$ cat config.mk
export PLATFORM = sky130hd
export DESIGN_NAME = spi_reg_master
export DESIGN_NICKNAME = d
export VERILOG_FILES = /design/src/rtl/spi_reg_pkg.sv /design/src/rtl/spi_clk_div.sv /design/src/rtl/spi_shift_engine.sv /design/src/rtl/spi_irq_gen.sv /design/src/rtl/spi_reg_master.sv
export SDC_FILE = /design/constraint.sdc
export NUM_CORES = 1
export LEC_CHECK = 0
export BUFFER_PORTS_ARGS = -buffer_cell sky130_fd_sc_hd__buf_2
export CORE_UTILIZATION = 32
export DETAILED_ROUTE_END_ITERATION = 8
export SLEW_MARGIN = 20
export SYNTH_ARGS = -nofsm -noshare
export SYNTH_HDL_FRONTEND = slang
export SYNTH_SLANG_ARGS = --single-unit
$ cat constraint.sdc
create_clock -name clk_i -period 2.2 [get_ports clk_i]
set_input_delay 0.33 -clock clk_i [delete_from_list [all_inputs] [get_ports clk_i]]
set_output_delay 0.33 -clock clk_i [all_outputs]
set_load 0.03 [all_outputs]
$ cat src/rtl/spi_reg_pkg.sv
package spi_reg_pkg;
  localparam int unsigned REG_W   = 16;
  localparam int unsigned WORD_W  = 32;
  localparam int unsigned LEN_W   = $clog2(WORD_W);
  localparam int unsigned DIV_W   = 3;
  localparam int unsigned MIN_LEN = 4;

  localparam logic [2:0] IDX_CFG_A = 3'd0;
  localparam logic [2:0] IDX_CFG_B = 3'd1;
  localparam logic [2:0] IDX_CTRL  = 3'd2;
  localparam logic [2:0] IDX_STAT  = 3'd3;
  localparam logic [2:0] IDX_TX_LO = 3'd4;
  localparam logic [2:0] IDX_TX_HI = 3'd5;
  localparam logic [2:0] IDX_RX_LO = 3'd6;
  localparam logic [2:0] IDX_RX_HI = 3'd7;

  localparam int CFG_CLKEN = 0;
  localparam int CFG_DIV   = 1;
  localparam int CFG_WIE   = 4;
  localparam int CFG_RIE   = 5;
  localparam int CFG_A_W   = 6;

  localparam int MODE_EDGE = 0;
  localparam int MODE_POL  = 5;
  localparam int MODE_TRIG = 10;

  localparam int CTL_RD    = 0;
  localparam int CTL_WR    = 1;
  localparam int CTL_LEN   = 2;
  localparam int CTL_CS    = 7;
  localparam int CTL_CSCMD = 10;

  localparam int ST_RD = 0;
  localparam int ST_WR = 1;
endpackage

$ cat src/rtl/spi_clk_div.sv
module spi_clk_div
  import spi_reg_pkg::*;
#(
  parameter int unsigned DW = DIV_W
) (
  input  logic          clk_i,
  input  logic          rst_ni,
  input  logic          busy_i,
  input  logic          en_i,
  input  logic [DW-1:0] div_i,
  output logic          tick_o
);
  localparam int unsigned CNT_W = (1 << DW) - 1;

  logic [CNT_W-1:0] cnt_q;
  logic [CNT_W-1:0] lim;

  // top divisor wraps to zero before the decrement, giving all ones
  assign lim    = (CNT_W'(1) << div_i) - CNT_W'(1);
  assign tick_o = busy_i && en_i && (cnt_q == lim);

  always_ff @(posedge clk_i or negedge rst_ni) begin
    if (!rst_ni)      cnt_q <= '0;
    else if (!busy_i) cnt_q <= '0;
    else if (en_i)    cnt_q <= tick_o ? '0 : cnt_q + CNT_W'(1);
  end
endmodule

$ cat src/rtl/spi_shift_engine.sv
module spi_shift_engine
  import spi_reg_pkg::*;
#(
  parameter int unsigned WW = WORD_W,
  parameter int unsigned LW = LEN_W
) (
  input  logic          clk_i,
  input  logic          rst_ni,
  input  logic          start_i,
  input  logic          op_rd_i,
  input  logic [LW-1:0] len_i,
  input  logic [WW-1:0] tx_i,
  input  logic          rise_i,
  input  logic          tick_i,
  input  logic          miso_i,
  output logic          busy_o,
  output logic          sclk_o,
  output logic          mosi_o,
  output logic          done_o,
  output logic          done_rd_o,
  output logic [WW-1:0] rx_o
);
  localparam logic [LW-1:0] LEN_MIN = LW'(MIN_LEN - 1);

  logic          busy_q, sclk_q, mosi_q, done_q, op_q, rise_q;
  logic [LW-1:0] len_q, bit_cnt_q, len_c;
  logic [WW-1:0] sh_q, rx_q;
  logic          last;

  assign len_c = (len_i < LEN_MIN) ? LEN_MIN : len_i;
  assign last  = (bit_cnt_q == len_q);

  always_ff @(posedge clk_i or negedge rst_ni) begin
    if (!rst_ni) begin
      busy_q    <= 1'b0;
      sclk_q    <= 1'b0;
      mosi_q    <= 1'b0;
      done_q    <= 1'b0;
      op_q      <= 1'b0;
      rise_q    <= 1'b0;
      len_q     <= '0;
      bit_cnt_q <= '0;
      sh_q      <= '0;
      rx_q      <= '0;
    end else begin
      done_q <= 1'b0;
      if (start_i && !busy_q) begin
        busy_q    <= 1'b1;
        sclk_q    <= 1'b0;
        op_q      <= op_rd_i;
        rise_q    <= rise_i;
        len_q     <= len_c;
        bit_cnt_q <= '0;
        rx_q      <= '0;
        if (rise_i) begin
          mosi_q <= tx_i[WW-1];
          sh_q   <= {tx_i[WW-2:0], 1'b0};
        end else begin
          sh_q   <= tx_i;
        end
      end else if (busy_q && tick_i) begin
        sclk_q <= ~sclk_q;
        if (!sclk_q) begin
          if (rise_q) rx_q <= {rx_q[WW-2:0], miso_i};
          else begin
            mosi_q <= sh_q[WW-1];
            sh_q   <= {sh_q[WW-2:0], 1'b0};
          end
        end else begin
          if (!rise_q) rx_q <= {rx_q[WW-2:0], miso_i};
          else if (!last) begin
            mosi_q <= sh_q[WW-1];
            sh_q   <= {sh_q[WW-2:0], 1'b0};
          end
          bit_cnt_q <= bit_cnt_q + LW'(1);
          if (last) begin
            busy_q <= 1'b0;
            done_q <= 1'b1;
          end
        end
      end
    end
  end

  assign busy_o    = busy_q;
  assign sclk_o    = sclk_q;
  assign mosi_o    = mosi_q;
  assign done_o    = done_q;
  assign done_rd_o = op_q;
  assign rx_o      = rx_q;


  sclk_idle_low_chk: assert property (@(posedge clk_i) disable iff (!rst_ni)
    !busy_q |-> !sclk_q);

  sclk_on_tick_chk: assert property (@(posedge clk_i) disable iff (!rst_ni)
    !$stable(sclk_q) |-> $past(tick_i && busy_q));

  busy_ignore_chk: assert property (@(posedge clk_i) disable iff (!rst_ni)
    (busy_q && start_i) |=> ($stable(len_q) && $stable(op_q) && $stable(rise_q)));
endmodule

$ cat src/rtl/spi_irq_gen.sv
module spi_irq_gen (
  input  logic clk_i,
  input  logic rst_ni,
  input  logic flag_i,
  input  logic en_i,
  input  logic pos_i,
  input  logic edge_i,
  output logic irq_o
);
  logic flag_d_q, act_q;

  always_ff @(posedge clk_i or negedge rst_ni) begin
    if (!rst_ni) begin
      flag_d_q <= 1'b0;
      act_q    <= 1'b0;
    end else begin
      flag_d_q <= flag_i;
      act_q    <= en_i && (edge_i ? (flag_i && !flag_d_q) : flag_i);
    end
  end

  assign irq_o = pos_i ? act_q : ~act_q;


  edge_pulse_one_chk: assert property (@(posedge clk_i) disable iff (!rst_ni)
    (act_q && edge_i) |=> (!act_q || !edge_i));
endmodule

$ cat src/rtl/spi_reg_master.sv
module spi_reg_master
  import spi_reg_pkg::*;
#(
  parameter int unsigned NUM_CS = 2
) (
  input  logic              clk_i,
  input  logic              rst_ni,
  input  logic              we_i,
  input  logic [2:0]        addr_i,
  input  logic [REG_W-1:0]  wdata_i,
  output logic [REG_W-1:0]  rdata_o,
  output logic              sclk_o,
  input  logic              miso_i,
  output logic              mosi_o,
  output logic [NUM_CS-1:0] cs_n_o,
  output logic [1:0]        irq_o
);
  logic [CFG_A_W-1:0] cfg_a_q;
  logic               rise_q, pol_pos_q, trig_edge_q;
  logic [LEN_W-1:0]   len_q;
  logic [NUM_CS-1:0]  cs_act_q;
  logic [REG_W-1:0]   tx_lo_q, tx_hi_q;
  logic [WORD_W-1:0]  rx_q, eng_rx;
  logic [1:0]         flag_q;

  logic wr_cfg_a, wr_cfg_b, wr_ctrl, wr_stat, wr_tx_lo, wr_tx_hi;
  logic cs_cmd, start_req, accept, busy, tick, done, done_rd;
  logic [1:0] start_ch, done_ch, irq_en;
  logic [NUM_CS-1:0] cs_mask;

  assign wr_cfg_a  = we_i && (addr_i == IDX_CFG_A);
  assign wr_cfg_b  = we_i && (addr_i == IDX_CFG_B);
  assign wr_ctrl   = we_i && (addr_i == IDX_CTRL);
  assign wr_stat   = we_i && (addr_i == IDX_STAT);
  assign wr_tx_lo  = we_i && (addr_i == IDX_TX_LO);
  assign wr_tx_hi  = we_i && (addr_i == IDX_TX_HI);

  assign cs_cmd    = wdata_i[CTL_CSCMD];
  assign cs_mask   = wdata_i[CTL_CS +: NUM_CS];
  assign start_req = wr_ctrl && !cs_cmd && (wdata_i[CTL_RD] || wdata_i[CTL_WR]);
  assign accept    = start_req && !busy;

  assign start_ch  = accept ? (wdata_i[CTL_RD] ? 2'b01 : 2'b10) : 2'b00;
  assign done_ch   = done ? (done_rd ? 2'b01 : 2'b10) : 2'b00;

  always_ff @(posedge clk_i or negedge rst_ni) begin
    if (!rst_ni) begin
      cfg_a_q     <= '0;
      rise_q      <= 1'b0;
      pol_pos_q   <= 1'b0;
      trig_edge_q <= 1'b0;
      len_q       <= '0;
      cs_act_q    <= '0;
      tx_lo_q     <= '0;
      tx_hi_q     <= '0;
      rx_q        <= '0;
      flag_q      <= '0;
    end else begin
      if (wr_cfg_a) cfg_a_q <= wdata_i[CFG_A_W-1:0];
      if (wr_cfg_b) begin
        rise_q      <= wdata_i[MODE_EDGE];
        pol_pos_q   <= wdata_i[MODE_POL];
        trig_edge_q <= wdata_i[MODE_TRIG];
      end
      if (wr_tx_lo) tx_lo_q <= wdata_i;
      if (wr_tx_hi) tx_hi_q <= wdata_i;
      if (accept) len_q <= wdata_i[CTL_LEN +: LEN_W];
      if (wr_ctrl && cs_cmd) begin
        if (wdata_i[CTL_RD]) cs_act_q <= cs_act_q & ~cs_mask;
        else                 cs_act_q <= cs_act_q | cs_mask;
      end
      if (done && done_rd) rx_q <= eng_rx;
      // start clears, completion sets, status write clears on zero bits
      for (int b = 0; b < 2; b++) begin
        if (start_ch[b])     flag_q[b] <= 1'b0;
        else if (done_ch[b]) flag_q[b] <= 1'b1;
        else if (wr_stat)    flag_q[b] <= flag_q[b] & wdata_i[b];
      end
    end
  end

  spi_clk_div #(.DW(DIV_W)) u_div (
    .clk_i  (clk_i),
    .rst_ni (rst_ni),
    .busy_i (busy),
    .en_i   (cfg_a_q[CFG_CLKEN]),
    .div_i  (cfg_a_q[CFG_DIV +: DIV_W]),
    .tick_o (tick)
  );

  spi_shift_engine #(.WW(WORD_W), .LW(LEN_W)) u_eng (
    .clk_i     (clk_i),
    .rst_ni    (rst_ni),
    .start_i   (start_req),
    .op_rd_i   (wdata_i[CTL_RD]),
    .len_i     (wdata_i[CTL_LEN +: LEN_W]),
    .tx_i      ({tx_hi_q, tx_lo_q}),
    .rise_i    (rise_q),
    .tick_i    (tick),
    .miso_i    (miso_i),
    .busy_o    (busy),
    .sclk_o    (sclk_o),
    .mosi_o    (mosi_o),
    .done_o    (done),
    .done_rd_o (done_rd),
    .rx_o      (eng_rx)
  );

  assign irq_en = {cfg_a_q[CFG_WIE], cfg_a_q[CFG_RIE]};

  for (genvar g = 0; g < 2; g++) begin : g_irq
    spi_irq_gen u_irq (
      .clk_i  (clk_i),
      .rst_ni (rst_ni),
      .flag_i (flag_q[g]),
      .en_i   (irq_en[g]),
      .pos_i  (pol_pos_q),
      .edge_i (trig_edge_q),
      .irq_o  (irq_o[g])
    );
  end

  assign cs_n_o = ~cs_act_q;

  always_comb begin
    rdata_o = '0;
    unique case (addr_i)
      IDX_CFG_A: rdata_o[CFG_A_W-1:0] = cfg_a_q;
      IDX_CFG_B: begin
        rdata_o[MODE_EDGE] = rise_q;
        rdata_o[MODE_POL]  = pol_pos_q;
        rdata_o[MODE_TRIG] = trig_edge_q;
      end
      IDX_CTRL: begin
        rdata_o[CTL_LEN +: LEN_W] = len_q;
        rdata_o[CTL_CS +: NUM_CS] = cs_act_q;
      end
      IDX_STAT:  rdata_o[1:0] = flag_q;
      IDX_TX_LO: rdata_o = tx_lo_q;
      IDX_TX_HI: rdata_o = tx_hi_q;
      IDX_RX_LO: rdata_o = rx_q[REG_W-1:0];
      IDX_RX_HI: rdata_o = rx_q[WORD_W-1:REG_W];
      default:   rdata_o = '0;
    endcase
  end


  flag_set_src_chk: assert property (@(posedge clk_i) disable iff (!rst_ni)
    $rose(flag_q[ST_WR]) |-> $past(done && !done_rd));

  cs_only_on_cmd_chk: assert property (@(posedge clk_i) disable iff (!rst_ni)
    !$stable(cs_n_o) |-> $past(wr_ctrl && cs_cmd));

  clk_en_pause_chk: assert property (@(posedge clk_i) disable iff (!rst_ni)
    $past(!cfg_a_q[CFG_CLKEN]) |-> $stable(sclk_o));
endmodule

== After elaboration in Yosys (flattened, before gate mapping) ==
Cells that the tools add are included.
Storage, ports and cells
  flip-flop bits (word level): 173
  input bits: 23
  logic and storage cells: 149
Cells by class
  $add $sub $neg: 3
  order comparisons: 1
  equality and inequality tests: 15
  shifts and indexed selects: 1
  muxes and demuxes: 59
  bitwise operators: 9
  reductions and logical operators: 35
Operators by type and width (number)
  $mux 32: 12
  $mux 1: 27
  $mux 7: 3
  $mux 5: 4
  $pmux 5 s4: 1
  $logic_and 1x1->1: 18
  $pmux 3 s6: 1
  $pmux 3 s5: 1
  $pmux 1 s7: 2
  $eq 3x3->1 const B: 4
  $mux 2: 5
  $ne 3x3->1 const B: 3
  $reduce_bool 3->1: 3
  $add 7x1->7 const B: 1
  $eq 7x7->1: 1
  $shl 1x3->7 const A: 1
  $sub 7x2->7 const B: 1
  $eq 3x2->1 const B: 2
  $pmux 1 s6: 1
  $reduce_and 3->1: 2
  $reduce_bool 2->1: 3
  $add 5x1->5 const B: 1
  $eq 5x5->1: 1
  $lt 5x2->1 const B: 1
  other kinds (16): 24

== Depth between registers and ports, before layout ==
  word-level depth: 7
  depth in mapped cells: 8
  gate-level depth less buffers: 6

== By module ==
From an unflattened synthesis, not the netlist that was laid out.
Second synthesis, totals
  cell total of the unflattened synthesis: 756
  area total of the unflattened synthesis: 8619.5 um^2
Modules (own cells, without submodules)
  spi_shift_engine: instances 1, cells each 401, area an instance 4032.6 um^2, seq. area each 2001.9 um^2
  spi_reg_master: instances 1, cells each 283, area an instance 3908.7 um^2, seq. area each 2052.0 um^2
  spi_clk_div: instances 1, cells each 62, area an instance 535.5 um^2, seq. area each 175.2 um^2
  spi_irq_gen: instances 2, cells each 5, area an instance 71.3 um^2, seq. area each 50.0 um^2

== Least setup slack after synthesis ==
OpenSTA, ideal clock, no wires.
  kind: register to register
  start point: register cfg_a_q[3]
  end point: register u_eng.sh_q[31]
  setup time: 126 ps
  arrival time: 2244 ps
  required time: 2074 ps
  setup slack: -170 ps
  stages on the path, launching flop included: 9
  path buffers: 2
  cell sequence: dfrtp_1 -> buf_2 -> or4_1 -> o22ai_2 -> nor2_1 -> nor4_4 -> nor2_2 -> buf_6 -> a221o_1
On the way
  word-level cells in the longest chain between the ends: 7
Ends and longest elaborated chain
  from (decl): line spi_reg_master.sv:18  | logic [CFG_A_W-1:0] cfg_a_q;
  from (signal assigned): line spi_reg_master.sv:59  | if (wr_cfg_a) cfg_a_q <= wdata_i[CFG_A_W-1:0];
  $shl 1x3->7: line spi_clk_div.sv:19  | assign lim = (CNT_W'(1) << div_i) - CNT_W'(1);
  $sub 7x2->7: line spi_clk_div.sv:19
  $eq 7x7->1: line spi_clk_div.sv:20  | assign tick_o = busy_i && en_i && (cnt_q == lim);
  $logic_and 1x1->1: line spi_clk_div.sv:20
  $logic_and 1x1->1: line spi_shift_engine.sv:61  | end else if (busy_q && tick_i) begin
  $reduce_bool 2->1 (no line)
  $reduce_and 4->1 (no line)
  to (signal assigned): line spi_shift_engine.sv:57  | sh_q <= {tx_i[WW-2:0], 1'b0};
  to (signal assigned): line spi_shift_engine.sv:59  | sh_q <= tx_i;
  to (signal assigned): line spi_shift_engine.sv:67  | sh_q <= {sh_q[WW-2:0], 1'b0};
  to (decl): line spi_shift_engine.sv:27  | logic [WW-1:0] sh_q, rx_q;
Every way passes these cells.
A chain may end at the register's enable or synchronous reset.

== Final worst setup path ==
Same ends and word-level chain as after synthesis.

==> reports/results.tsv <==
metric	value	unit
clock_skew	0.00874	ns
clk_pin_slew	0.07	ns
die_w	162	um
relSlewSlack	63.3	%
cts_tree	yes	
start_util	32.5	%
cp_max_fo	31	
reg2reg_from	cfg_a_q[3]	
dieArea	26100	um^2
synthTopCellsByArea	dfrtp_1, mux2_2, nand2_1	
gp_congestion	0.845	
yosysSeqAreaShare	53.1	%
maxCapViolCount	0	
drc	0	
dr_total_vias	5843	
synth_edf_count	0	
drt_iter0_markers	392	
power.density	1060	nW/um^2
r2r_cells	7	
dpl_cell_area	9160	um^2
drtAntennaViolNets	0	
syn_area	8160	um^2
grt_overflow_total	0	
hold_viol	0	
ys_async_sr_fraction	100	%
slew_violations	0	
setup_tns	-2.03	ns
finalNonFillerCells	1153	
drt-wirelength-per-cell	17.1	um
met1_usage	23.1	%
hold_ws	0.105	ns
port_buffers	44	
synth_flop_cell	dfrtp_1	
power	10.6	mW
dieHeight	162	um
ir_drop	0.000543	V
drt_first_pass_iters	4	
arrival	2.57	ns
avgSynthCellArea	11.2	um^2
use_met3	2.68	%
synth_nets	756	
ys_ff_latch	173	
clock_path_buffers	2	
hp-start	miso_i	
track_usage	16.2	%
grt_max_degree	56	
grt_pass1_wl	32900	um
min_period_over_period	103	%
critical_path_class	reg -> reg	
antenna_found_initial	0	
fin_ws	-0.0668	ns
crit_chain	or4b_4 > o21ai_4 > a31oi_4 > nor4_4 > nor2_2 > buf_12 > a221o_1	
drive_above_1_share	32.6	%
required	2.51	ns
routed_wl	19800	um
setup_viol	62	
grt_use_met2	25.8	%
syn_to_final_growth	21.9	%
yosys_warnings	0	
cts_buffers	17	
fmax	0.441	GHz
yosys.cell_types.count	54	
worstSetupEndpointType	flop	
fin_crit	2.27	ns
clk_latency	0.43	ns
syn-instance-count	731	
root_buffer	clkbuf_16	
max_stage_delay	0.54	ns
hold_path_class	in -> reg	
dp_hpwl	14100	um
rows	58	
cts_sinks	173	
leakagePower	4.49	nW
synth_top_area_cell	dfrtp_1	
status	complete, but fails checks	
whs_path_depth	3	
first_global_vias	5879	
io_pins	45	
core	25100	um^2
r2r_end	u_eng.sh_q[31]	
htree_levels	4	
busiest_layer	met2	
slowest_stage	or4b_4	
synth_top_area_share	53.1	%
placedCellCount	1115	
violations	negative setup slack	
antennaDiodeCount	0	
finalNetCount	835	
min_to	u_eng.rx_o[0]	
stdcell_area	9940	um^2
tightest_slew	0.550	ns
vias_per_cell	5.07	
start_kind	flop	
r2r_slack	-0.07	ns
dpl_worst_slack	-0.126	ns
rsz0062_at_grt	true	
final_util	39.6	%
## area by class of cell
cell class	count	area (um^2)
Clock buffer	20	457
Clock inverter	12	153
Fill cell	2490	15200
Inverter	6	22.5
Multi-Input combinational cell	500	3710
Sequential cell	173	4340
Tap cell	330	413
Timing Repair Buffer	112	851
## flip-flops by register name, indices dropped and copies added, names as in the netlist, 2 cells and up, named ones only
| name | cells |
|---|---|
| rx_q | 32 |
| u_eng.rx_o | 32 |
| u_eng.sh_q | 32 |
| tx_hi_q | 16 |
| tx_lo_q | 16 |
| u_div.cnt_q | 7 |
| cfg_a_q | 6 |
| len_q | 5 |
| u_eng.bit_cnt_q | 5 |
| u_eng.len_q | 5 |
| flag_q | 2 |
| g_irq.u_irq.act_q | 2 |
| g_irq.u_irq.flag_d_q | 2 |
## synth_stat cells, drive strengths merged, types with 2 or more instances
| cell type | count |
|---|---|
| nor3b | 2 |
| buf | 22 |
| a31o | 4 |
| o31ai | 8 |
| nand2b | 4 |
| mux4 | 9 |
| and2 | 7 |
| a31oi | 7 |
| or4 | 5 |
| dfrtp | 173 |
| ha | 2 |
| and3 | 2 |
| nor3 | 6 |
| xnor2 | 10 |
| nand4 | 4 |
| clkbuf | 30 |
| o21ai | 41 |
| inv | 6 |
| a22o | 3 |
| o22ai | 5 |
| mux2 | 77 |
| a311oi | 2 |
| nand3 | 12 |
| nor4 | 5 |
| mux2i | 42 |
| nor2 | 62 |
| nand2 | 113 |
| a221o | 32 |
| or2 | 4 |
| a21oi | 14 |
| nor2b | 3 |
| a22oi | 3 |
## placed cells by master, fill, tap and decap left out, types with 5 or more instances in the layout
master / netlist / final
buf_2: 7 / 41
a21oi_1: 14 / 11
dfrtp_1: 173 / 168
buf_6: 3 / 6
nand3_1: 12 / 12
mux4_2: 9 / 9
o31ai_1: 8 / 6
mux2i_1: 42 / 42
clkinv_4: 0 / 5
nand2_1: 113 / 112
o21ai_0: 38 / 16
xnor2_1: 10 / 10
buf_12: 0 / 7
mux2_2: 77 / 77
o21ai_1: 3 / 22
and2_1: 7 / 7
buf_4: 2 / 57
nor2_1: 61 / 60
a221o_1: 32 / 32
dfrtp_2: 0 / 5
clkbuf_16: 0 / 17
nor3_1: 6 / 6
inv_1: 6 / 6
a31oi_1: 6 / 6
## worst max path at each step
| stage | start | to | slack (ns) | cells past startpoint |
|---|---|---|---|---|
| floorplan | cfg_a_q[1] | u_eng.sh_q[31] | -0.09 | 8 |
| global placement | cfg_a_q[3] | u_eng.bit_cnt_q[4] | -0.13 | 6 |
| detailed placement | cfg_a_q[3] | u_eng.busy_o | -0.13 | 7 |
| CTS | cfg_a_q[3] | u_eng.sh_q[31] | -0.05 | 7 |
| global route | cfg_a_q[3] | u_eng.sh_q[23] | -0.14 | 7 |
| finish | cfg_a_q[3] | u_eng.sh_q[31] | -0.07 | 7 |
## per-layer routing
layer	wire length, um	share of wire [%]
met2	9320	47
met5	0	0
met3	647	3.3
met4	157	0.79
met1	9640	49
## what timing repair did
action	CTS	global route
endpoints found under the setup margin	75	79
hold endpoints to repair	52	0
hold buffers	1	0
buffers inserted	2	3
pin swaps	0	1
gates resized for setup	33	21
## report_power, final
part / switching [mW] / internal [mW] / total (mW)
Clock: 1.34 / 1.77 / 3.11
Combinational: 1.27 / 1.29 / 2.56
Sequential: 0.777 / 4.10 / 4.88
Total: 3.39 / 7.16 / 10.6
## kinds of logic after synthesis
logic type / count (synthesis) / share of synthesized area, %
multiplexers: 128 / 18.3
adder cells (fa/ha/maj): 2 / 0.307
AO/OA/AOI/OAI: 123 / 10.8
flip-flops: 173 / 53.1
AND/OR/NAND/NOR: 236 / 13.2
buffers and inverters: 58 / 3.14
XOR/XNOR: 11 / 1.18
## critical path: cells and delay by family, from the launching register on
family,cells,cell delay [ns]
simple gates,3,0.99
buf+inv,1,0.17
flops,1,0.44
compound gates,3,0.53
Power figures use the tool's default switching activity.
